$ cat config.mk
export PLATFORM = sky130hd
export DESIGN_NAME = audio_fifo_dma_ctrl
export DESIGN_NICKNAME = d
export VERILOG_FILES = /design/src/rtl/afd_pkg.sv /design/src/rtl/afd_fifo.sv /design/src/rtl/afd_tx_gate.sv /design/src/rtl/afd_rx_gate.sv /design/src/rtl/audio_fifo_dma_ctrl.sv
export SDC_FILE = /design/constraint.sdc
export NUM_CORES = 1
export LEC_CHECK = 0
export ABC_AREA = 1
export CORE_MARGIN = 2
export CORE_UTILIZATION = 45
export DETAILED_ROUTE_END_ITERATION = 8
export GPL_TIMING_DRIVEN = 0
export HOLD_SLACK_MARGIN = 0.06
export PLACE_DENSITY = 0.64
export SYNTH_ARGS = -nofsm -noshare
export SYNTH_HDL_FRONTEND = slang
export SYNTH_SLANG_ARGS = --single-unit
$ cat constraint.sdc
create_clock -name clk -period 8.8 [get_ports clk]
set_clock_uncertainty 0.2 [all_clocks]
set_input_delay 1.32 -clock clk [delete_from_list [all_inputs] [get_ports clk]]
set_output_delay 1.32 -clock clk [all_outputs]
set_load 0.005 [all_outputs]
$ cat src/rtl/afd_pkg.sv
package afd_pkg;
  // Fixed DMA thresholds in bytes; not programmable.
  localparam int unsigned AFD_TX_THR_BYTES = 32;
  localparam int unsigned AFD_RX_THR_BYTES = 32;

  // Outgoing side wants a refill below the threshold.
  function automatic logic afd_tx_hungry(int unsigned entries, int unsigned bytes_per_entry);
    return (entries * bytes_per_entry) < AFD_TX_THR_BYTES;
  endfunction

  // Incoming side wants draining at or above the threshold.
  function automatic logic afd_rx_loaded(int unsigned entries, int unsigned bytes_per_entry);
    return (entries * bytes_per_entry) >= AFD_RX_THR_BYTES;
  endfunction
endpackage

$ cat src/rtl/afd_fifo.sv
module afd_fifo #(
  parameter int W     = 32,
  parameter int DEPTH = 16,
  localparam int AW   = (DEPTH > 1) ? $clog2(DEPTH) : 1,
  localparam int CW   = $clog2(DEPTH + 1)
) (
  input  logic          clk,
  input  logic          rst_n,
  input  logic          srst,
  input  logic          push,
  input  logic [W-1:0]  push_data,
  input  logic          pop,
  output logic [W-1:0]  head,
  output logic [CW-1:0] count,
  output logic          full,
  output logic          empty,
  output logic          push_ok,
  output logic          pop_ok
);
  logic [W-1:0]  mem [DEPTH];
  logic [AW-1:0] wptr, rptr;

  function automatic logic [AW-1:0] bump(logic [AW-1:0] p);
    return (p == AW'(DEPTH - 1)) ? '0 : p + 1'b1;
  endfunction

  assign full    = (count == CW'(DEPTH));
  assign empty   = (count == '0);
  assign pop_ok  = pop && !empty;
  assign push_ok = push && (!full || pop_ok);
  assign head    = empty ? '0 : mem[rptr];

  always_ff @(posedge clk) begin
    if (push_ok) mem[wptr] <= push_data;
  end

  always_ff @(posedge clk or negedge rst_n) begin
    if (!rst_n) begin
      wptr <= '0; rptr <= '0; count <= '0;
    end else if (srst) begin
      wptr <= '0; rptr <= '0; count <= '0;
    end else begin
      if (push_ok) wptr <= bump(wptr);
      if (pop_ok)  rptr <= bump(rptr);
      case ({push_ok, pop_ok})
        2'b10:   count <= count + 1'b1;
        2'b01:   count <= count - 1'b1;
        default: count <= count;
      endcase
    end
  end

  assert_count_bound_R8: assert property (@(posedge clk) disable iff (!rst_n)
    count <= CW'(DEPTH));
  assert_push_pop_hold_R9: assert property (@(posedge clk) disable iff (!rst_n || srst)
    (push_ok && pop_ok) |=> $stable(count));
endmodule

$ cat src/rtl/afd_tx_gate.sv
module afd_tx_gate #(
  parameter int W    = 32,
  parameter int CW   = 5,
  parameter int HALF = 8
) (
  input  logic          clk,
  input  logic          rst_n,
  input  logic          srst,
  input  logic          take,
  input  logic [CW-1:0] count,
  input  logic          empty,
  input  logic [W-1:0]  head,
  output logic          pop,
  output logic [W-1:0]  sample,
  output logic          underrun
);
  logic streaming, starve;

  assign pop    = take && streaming && !empty;
  assign starve = take && streaming && empty;
  assign sample = pop ? head : '0;

  always_ff @(posedge clk or negedge rst_n) begin
    if (!rst_n) begin
      streaming <= 1'b0; underrun <= 1'b0;
    end else if (srst) begin
      streaming <= 1'b0; underrun <= 1'b0;
    end else begin
      if (count >= CW'(HALF)) streaming <= 1'b1;
      if (starve)             underrun  <= 1'b1;
    end
  end

  assert_stream_sticky_R4: assert property (@(posedge clk) disable iff (!rst_n || srst)
    streaming |=> streaming);
  assert_quiet_prestream_R4: assert property (@(posedge clk) disable iff (!rst_n || srst)
    (!streaming && !underrun) |=> !underrun);
  assert_underrun_set_R6: assert property (@(posedge clk) disable iff (!rst_n || srst)
    starve |=> underrun);
  assert_underrun_sticky_R6: assert property (@(posedge clk) disable iff (!rst_n || srst)
    underrun |=> underrun);
endmodule

$ cat src/rtl/afd_rx_gate.sv
module afd_rx_gate #(
  parameter int W = 32
) (
  input  logic         clk,
  input  logic         rst_n,
  input  logic         srst,
  input  logic         put,
  input  logic         valid,
  input  logic [W-1:0] data,
  input  logic         full,
  input  logic         pop_ok,
  output logic         push,
  output logic [W-1:0] push_data,
  output logic         overrun
);
  logic drop;

  assign push      = put;
  assign push_data = valid ? data : '0;
  assign drop      = put && full && !pop_ok;

  always_ff @(posedge clk or negedge rst_n) begin
    if (!rst_n)      overrun <= 1'b0;
    else if (srst)   overrun <= 1'b0;
    else if (drop)   overrun <= 1'b1;
  end

  assert_overrun_set_R8: assert property (@(posedge clk) disable iff (!rst_n || srst)
    drop |=> overrun);
  assert_overrun_sticky_R8: assert property (@(posedge clk) disable iff (!rst_n || srst)
    overrun |=> overrun);
endmodule

$ cat src/rtl/audio_fifo_dma_ctrl.sv
module audio_fifo_dma_ctrl #(
  parameter int W     = 32,
  parameter int DEPTH = 16,
  localparam int CW    = $clog2(DEPTH + 1),
  localparam int BYTES = W / 8,
  localparam int HALF  = DEPTH / 2
) (
  input  logic         clk,
  input  logic         rst_n,
  input  logic         cold_rst_en,
  output logic         codec_rst_n,
  input  logic         dma_tx_wr,
  input  logic [W-1:0] dma_tx_wdata,
  output logic         dma_tx_req,
  input  logic         dma_rx_rd,
  output logic [W-1:0] dma_rx_rdata,
  output logic         dma_rx_req,
  input  logic         link_tx_take,
  output logic [W-1:0] link_tx_sample,
  output logic         link_tx_underrun,
  input  logic         link_rx_put,
  input  logic         link_rx_valid,
  input  logic [W-1:0] link_rx_sample,
  output logic         link_rx_overrun
);
  import afd_pkg::*;

  logic srst;
  assign srst = !cold_rst_en;

  // Outgoing path
  logic [W-1:0]  tx_head;
  logic [CW-1:0] tx_count;
  logic tx_full, tx_empty, tx_push_ok, tx_pop_ok, tx_pop;

  afd_fifo #(.W(W), .DEPTH(DEPTH)) u_tx_fifo (
    .clk, .rst_n, .srst,
    .push(dma_tx_wr), .push_data(dma_tx_wdata), .pop(tx_pop),
    .head(tx_head), .count(tx_count), .full(tx_full), .empty(tx_empty),
    .push_ok(tx_push_ok), .pop_ok(tx_pop_ok));

  afd_tx_gate #(.W(W), .CW(CW), .HALF(HALF)) u_tx_gate (
    .clk, .rst_n, .srst,
    .take(link_tx_take), .count(tx_count), .empty(tx_empty), .head(tx_head),
    .pop(tx_pop), .sample(link_tx_sample), .underrun(link_tx_underrun));

  // Incoming path
  logic [W-1:0]  rx_push_data;
  logic [CW-1:0] rx_count;
  logic rx_full, rx_empty, rx_push_ok, rx_pop_ok, rx_push;

  afd_rx_gate #(.W(W)) u_rx_gate (
    .clk, .rst_n, .srst,
    .put(link_rx_put), .valid(link_rx_valid), .data(link_rx_sample),
    .full(rx_full), .pop_ok(rx_pop_ok),
    .push(rx_push), .push_data(rx_push_data), .overrun(link_rx_overrun));

  afd_fifo #(.W(W), .DEPTH(DEPTH)) u_rx_fifo (
    .clk, .rst_n, .srst,
    .push(rx_push), .push_data(rx_push_data), .pop(dma_rx_rd),
    .head(dma_rx_rdata), .count(rx_count), .full(rx_full), .empty(rx_empty),
    .push_ok(rx_push_ok), .pop_ok(rx_pop_ok));

  // Codec reset and registered DMA requests
  always_ff @(posedge clk or negedge rst_n) begin
    if (!rst_n) begin
      codec_rst_n <= 1'b0; dma_tx_req <= 1'b0; dma_rx_req <= 1'b0;
    end else begin
      codec_rst_n <= cold_rst_en;
      if (srst) begin
        dma_tx_req <= 1'b0; dma_rx_req <= 1'b0;
      end else begin
        dma_tx_req <= afd_tx_hungry(32'(tx_count), BYTES);
        dma_rx_req <= afd_rx_loaded(32'(rx_count), BYTES);
      end
    end
  end

  assert_tx_req_R1: assert property (@(posedge clk) disable iff (!rst_n || srst)
    ($past(cold_rst_en) && $past(tx_count) >= CW'(HALF)) |-> !dma_tx_req);
  assert_tx_req_low_R1: assert property (@(posedge clk) disable iff (!rst_n || srst)
    ($past(cold_rst_en) && $past(tx_empty)) |-> dma_tx_req);
  assert_rx_req_R2: assert property (@(posedge clk) disable iff (!rst_n || srst)
    ($past(cold_rst_en) && $past(rx_full)) |-> dma_rx_req);
  assert_rx_req_low_R2: assert property (@(posedge clk) disable iff (!rst_n || srst)
    ($past(cold_rst_en) && $past(rx_empty)) |-> !dma_rx_req);
  assert_cold_hold_R3: assert property (@(posedge clk) disable iff (!rst_n)
    srst |=> (!codec_rst_n && !dma_tx_req && !dma_rx_req));
endmodule

# Word level (Yosys, flattened, before mapping)
# Memory sizes are Yosys's and may differ from the RTL's.
# Index checks and enable logic that the tools add are counted.
# classes
n_eq_ne,19
magnitude_cmp,3
muxes,32
addsub,8
reduce_logical,18
# op_table
op,n
$mux 32,4
$mux 4,12
$pmux 5 s2,2
$add 4x1->4 const B,4
$eq 4x4->1 const B,4
$ne 2x1->1 const B,7
$mux 1,12
$add 5x1->5 const B,2
$eq 5x5->1 const B,2
$logic_not 5->1,2
$mux 5,2
$sub 5x1->5 const B,2
$logic_and 1x1->1,9
$ge 7x6->1 const B,1
$lt 7x6->1 const B,1
$ne 3x1->1 const B,2
$ge 5x4->1 const B,1
$logic_not 1->1,5
$eq 2x1->1 const B,2
$eq 2x2->1 const B,2
$logic_or 1x1->1,2
# totals
reg_bits,32
output_inout_bits,69
mem_count,2
mem_bits_rw,1024
wordCells,94
# memory_table
memory,depth,width,rd,rd_clocked_by_memory_dff,wr,line,rtl
u_rx_fifo.mem,16,32,1,0,1,afd_fifo.sv:20,logic [W-1:0] mem [DEPTH];
u_tx_fifo.mem,16,32,1,0,1,afd_fifo.sv:20,

# Logic depth before layout (Yosys ltp)
# logic_depth
word_depth,9
depth_mapped,14
mapped_depth_nobuf,14

# Modules after synthesis
# From an unflattened synthesis, not the netlist that was laid out.
# hier_totals
cells_unflattened,3708
hier_area_um2,43726.9
# modules_own_cells
module,seq_area_each_um2,n_inst,cells_each,area_per_inst_um2
afd_fifo,15700.1,2,1774,21429.3
afd_tx_gate,50.0,1,78,446.7
afd_rx_gate,25.0,1,73,324.1
audio_fifo_dma_ctrl,75.1,1,9,97.6

# Least setup slack after synthesis
# No wires, ideal clock.
# synth_timing
path_kind,in2reg
startpoint,input link_tx_take
endpoint,memory u_tx_fifo.mem[11][0] (enable)
setup_ns,0.421
arrival_ns,3.305
path_buffers,0
setup_slack_ns,4.874
stages,6
path_cell_list,nand2_1 inv_1 nor2_1 a21oi_2 nand2_1 nor2_1
# synth_between
elab_chain_cells,7
# synth_rtl
item,line,rtl
"start, declared",audio_fifo_dma_ctrl.sv:18,"input logic link_tx_take,"
$logic_and 1x1->1 (2 in series),afd_tx_gate.sv:19,assign pop = take && streaming && !empty;
$logic_and 1x1->1,afd_fifo.sv:29,assign pop_ok = pop && !empty;
$logic_or 1x1->1,afd_fifo.sv:30,assign push_ok = push && (!full || pop_ok);
$logic_and 1x1->1,afd_fifo.sv:30,
$mux 1,afd_fifo.sv:34,if (push_ok) mem[wptr] <= push_data;
$mux 1 (implied by the code),afd_fifo.sv:34,
"end, declared",afd_fifo.sv:20,
# Every way passes these cells.

# Worst setup path after layout
# layout_timing
startpoint,input link_tx_take
endpoint,output link_tx_sample[0]
# layout_between
elab_chain_cells,3
# layout_rtl
item,line,rtl
$logic_and 1x1->1 (2 in series),afd_tx_gate.sv:19,
$mux 32,afd_tx_gate.sv:21,assign sample = pop ? head : '0;
"end, declared",audio_fifo_dma_ctrl.sv:19,"output logic [W-1:0] link_tx_sample,"
# Every way passes these cells.

==> results.toml <==
[status]
status = "finished, final reports clean"

[global_route]
grt_max_degree = 33
grt_pass1_vias = 26500
grt_overflow = 0
grt_pass1_wl_um = 170000
antenna_found_initial = 3
grt_use_total = 0.237

[worst_setup_path]
cp.arrival_ns = 3.81
cp_slowest_cell = "clkdlybuf4s50_1"
cp_top_family = "buffers and inverters"
worstPathRequired_ns = 7.28
r2r_slack_ns = 6.01
startpoint = "link_tx_take"
rr_worst_depth = 7
critPathLaunchType = "primary input"
cp-end-kind = "output port"
worstSetupPathType = "in2out"
cp_num_cells = 9
path_cells = "clkdlybuf4s50_1, nand2_1, inv_1, nand2_2, inv_2, buf_2, nand2_1, a21oi_1, clkdlybuf4s50_1"
reg2reg_to = "u_rx_fifo.mem[6][14]"
crit_fanout = 10
cp_slowest_stage_delay_ns = 0.60
crit_end = "link_tx_sample[0]"
timing.rr.start = "u_rx_fifo.count[0]"
path_buf_inv = 5

[cells_and_area]
final_nets = 3548
finalNonFillerCells = 4803
syn_to_final_growth_pct = 17.0
final_layout_size_suffix_gt1_frac = 0.0995
design_area_um2 = 49500

[placed_design]
globalplace.congestion = 0.828
placed_area_um2 = 46300
hpwl_um = 75900
portBuffers = 140
place_ws_ns = 3.58
post-place-cells = 4606

[clock_network]
post_cts_buffers = 0
cts_resized = 0
clock_path_buffers = 3
cts-hold-fix-buffers = 0
root_buffer = "clkbuf_16"
tritoncts = "yes"
numClockSinks = 1056
cts_buffers = 106
cts.htree.levels = 3
path_clk_slew_ns = 0.06
clkLatencyLatePin_ns = 0.70

[power_and_ir_drop]
p_sw_frac = 0.265
powerDensity_nw_per_um2 = 237
pwr-share-comb = 0.157
p_seq_frac = 0.482
p_int_w = 0.00862
pwr-share-clk = 0.361
p_sw_w = 0.00310
ir_worst_vdd_mv = 0.198
cellLeakagePower_nw = 17.2

[logic_synthesis]
ys_types = 48
synth_fp_nets = 3268
avgSynthCellArea_um2 = 13.3
synth_ff_type = "edfxtp_1"
yosysWarnings = 0
ys_seq_area_frac = 0.746
ys_ff_latch = 1056
synth-edff-count = 1024
synthArstFlopShare = 0.0303
syn_inst = 3180
synthesis.area_um2 = 42300

[timing]
min_period_over_period = 0.605
fin_crit_ns = 5.33
setup_viol = 0
timing.final.max_slew_violations = 0
max_freq_ghz = 0.188
tns_ns = 0
setup_slack_ns = 3.47
worstMarginPinSlew_ns = 0.965
slew_headroom = 0.357
hold_viol = 0
rsz0062_at_grt = "no"

[route]
num_vias = 27300
dr.first_iter.drc_count = 3200
post-route-drc-count = 0
wl_um = 117000
routedWlPerCell_um = 24.3
viasPerCell = 5.69
ant_nets = 0
first_pass_iters = 5

[floorplanning]
fp.dieH_um = 311
die_w_um = 311
die-area_um2 = 96400
core.rowCount = 112
io_pins = 141
core_um2 = 93200
start_util = 0.454

[flow_run]
drv_cap = 0

[min_path]
hold_path.class = "reg2reg"
-- layer usage --
| layer | track usage | share of wire | routed length (um) |
|---|---|---|---|
| met5 | 0 | 0.00027 | 31 |
| met4 | 0.0762 | 0.028 | 3300 |
| met2 | 0.386 | 0.48 | 55600 |
| met3 | 0.0429 | 0.087 | 10200 |
| met1 | 0.323 | 0.41 | 47500 |
-- cells in the mapped netlist, drive strengths merged, types with 2 or more instances --
cell type  count  area [um2]
a21boi        33         248
a21oi        157         805
buf          111         687
clkbuf        90         343
clkinv         2        8.75
dfrtp         32         801
edfxtp      1024       30700
ha            15         188
inv          126         475
mux2i         63         631
nand2        476        1790
nand3        111         566
nand4         34         213
nor2         331        1250
nor3           3        20.0
o211ai        33         248
o21a           2        15.0
o21ai        351        1760
o221a         32         360
o221ai        52         455
o22ai         91         569
xor2           4        35.0
-- cell families after synthesis --
logic type	after synthesis	share of synthesized area
flops	1056	0.746
xor+xnor	5	0.00104
buf+inv	329	0.0358
simple gates	956	0.0911
fa+ha+maj	16	0.00491
mux	63	0.0149
compound gates	755	0.106
-- power by group through the flow --
stage / Clock [W] / Combinational [W] / Sequential [W]
floorplan: 0 / 0.000979 / 0.00575
global placement: 0 / 0.00179 / 0.00576
detailed placement: 0 / 0.00183 / 0.00575
CTS: 0.00426 / 0.00184 / 0.00565
global route: 0.00445 / 0.00199 / 0.00565
finish: 0.00423 / 0.00184 / 0.00565
-- per-stage QoR --
stage | hold slack, ns | util | total power [W]
3_5_place_dp | 0.295 | 0.496 | 0.00758
3_3_place_gp | 0.283 | 0.486 | 0.00754
4_1_cts | 0.306 | 0.531 | 0.0117
5_1_grt | 0.324 | 0.531 | 0.0121
6_report | 0.305 | 0.531 | 0.0117
2_1_floorplan | 0.232 | - | 0.00673
-- layout by cell type (no fill, tap or decap), types with 4 or more instances in the layout --
cell             Yosys  routed
clkdlybuf4s50_1      0     139
buf_16               0      17
nand4_1             34      34
buf_2               74      75
o221ai_1            52      52
clkinv_2             1      16
buf_12               1      16
nand3_1            109     109
dfrtp_1             32      32
clkbuf_1            88     111
edfxtp_1          1024    1024
o221a_2             23      23
o21ai_0            326     326
o221a_1              9       9
nor2_1             328     296
o22ai_1             91      91
mux2i_1             63      63
nor2_4               1      33
o21ai_1             25      25
clkbuf_16            0     109
buf_4               20      20
xor2_1               4       4
inv_2                6       6
inv_1              119     119
clkinv_1             1      36
a21oi_1            154     154
a21boi_0            33      33
buf_6               10      10
ha_1                15      15
nand2_1            474     474
o211ai_1            33      33
buf_1                5       5
-- worst register-to-register path: stages, from the launching register on --
cell and delay, ns:
dfrtp_1 0.42, nor2_1 0.10, nand2_1 0.08, nor3_2 0.06
nor2_4 0.28, nand2_1 0.35, nor2_4 0.72, buf_16 0.25
-- sequential cells by signal, indices dropped and copies added (netlist names), 4 cells and up --
register / cells
u_rx_fifo.wptr: 4
u_tx_fifo.wptr: 4
u_rx_fifo.mem: 512
u_rx_fifo.rptr: 4
u_tx_fifo.mem: 512
u_tx_fifo.count: 5
u_tx_fifo.rptr: 4
u_rx_fifo.count: 5
-- worst min-delay path by stage --
stage / startpoint / to / depth (start not counted)
detailed placement: u_tx_gate.streaming / u_tx_gate.streaming / 2
global placement: u_tx_gate.streaming / u_tx_gate.streaming / 2
global route: u_tx_gate.streaming / u_tx_gate.streaming / 2
CTS: u_tx_gate.streaming / u_tx_gate.streaming / 2
finish: u_tx_gate.streaming / u_tx_gate.streaming / 2
floorplan: u_tx_fifo.count[4] / dma_tx_req / 1
-- cell type report --
type,count,area (um2)
clock inverter,61,367
inverter,128,484
tap,1254,1570
multi-input combinational,1795,9460
buffer,201,1030
timing repair buffer,172,2160
fill,7694,43700
antenna,1,2.50
sequential,1056,31600
clock buffer,135,2860
Note: power is estimated with default switching activity, not from simulation.
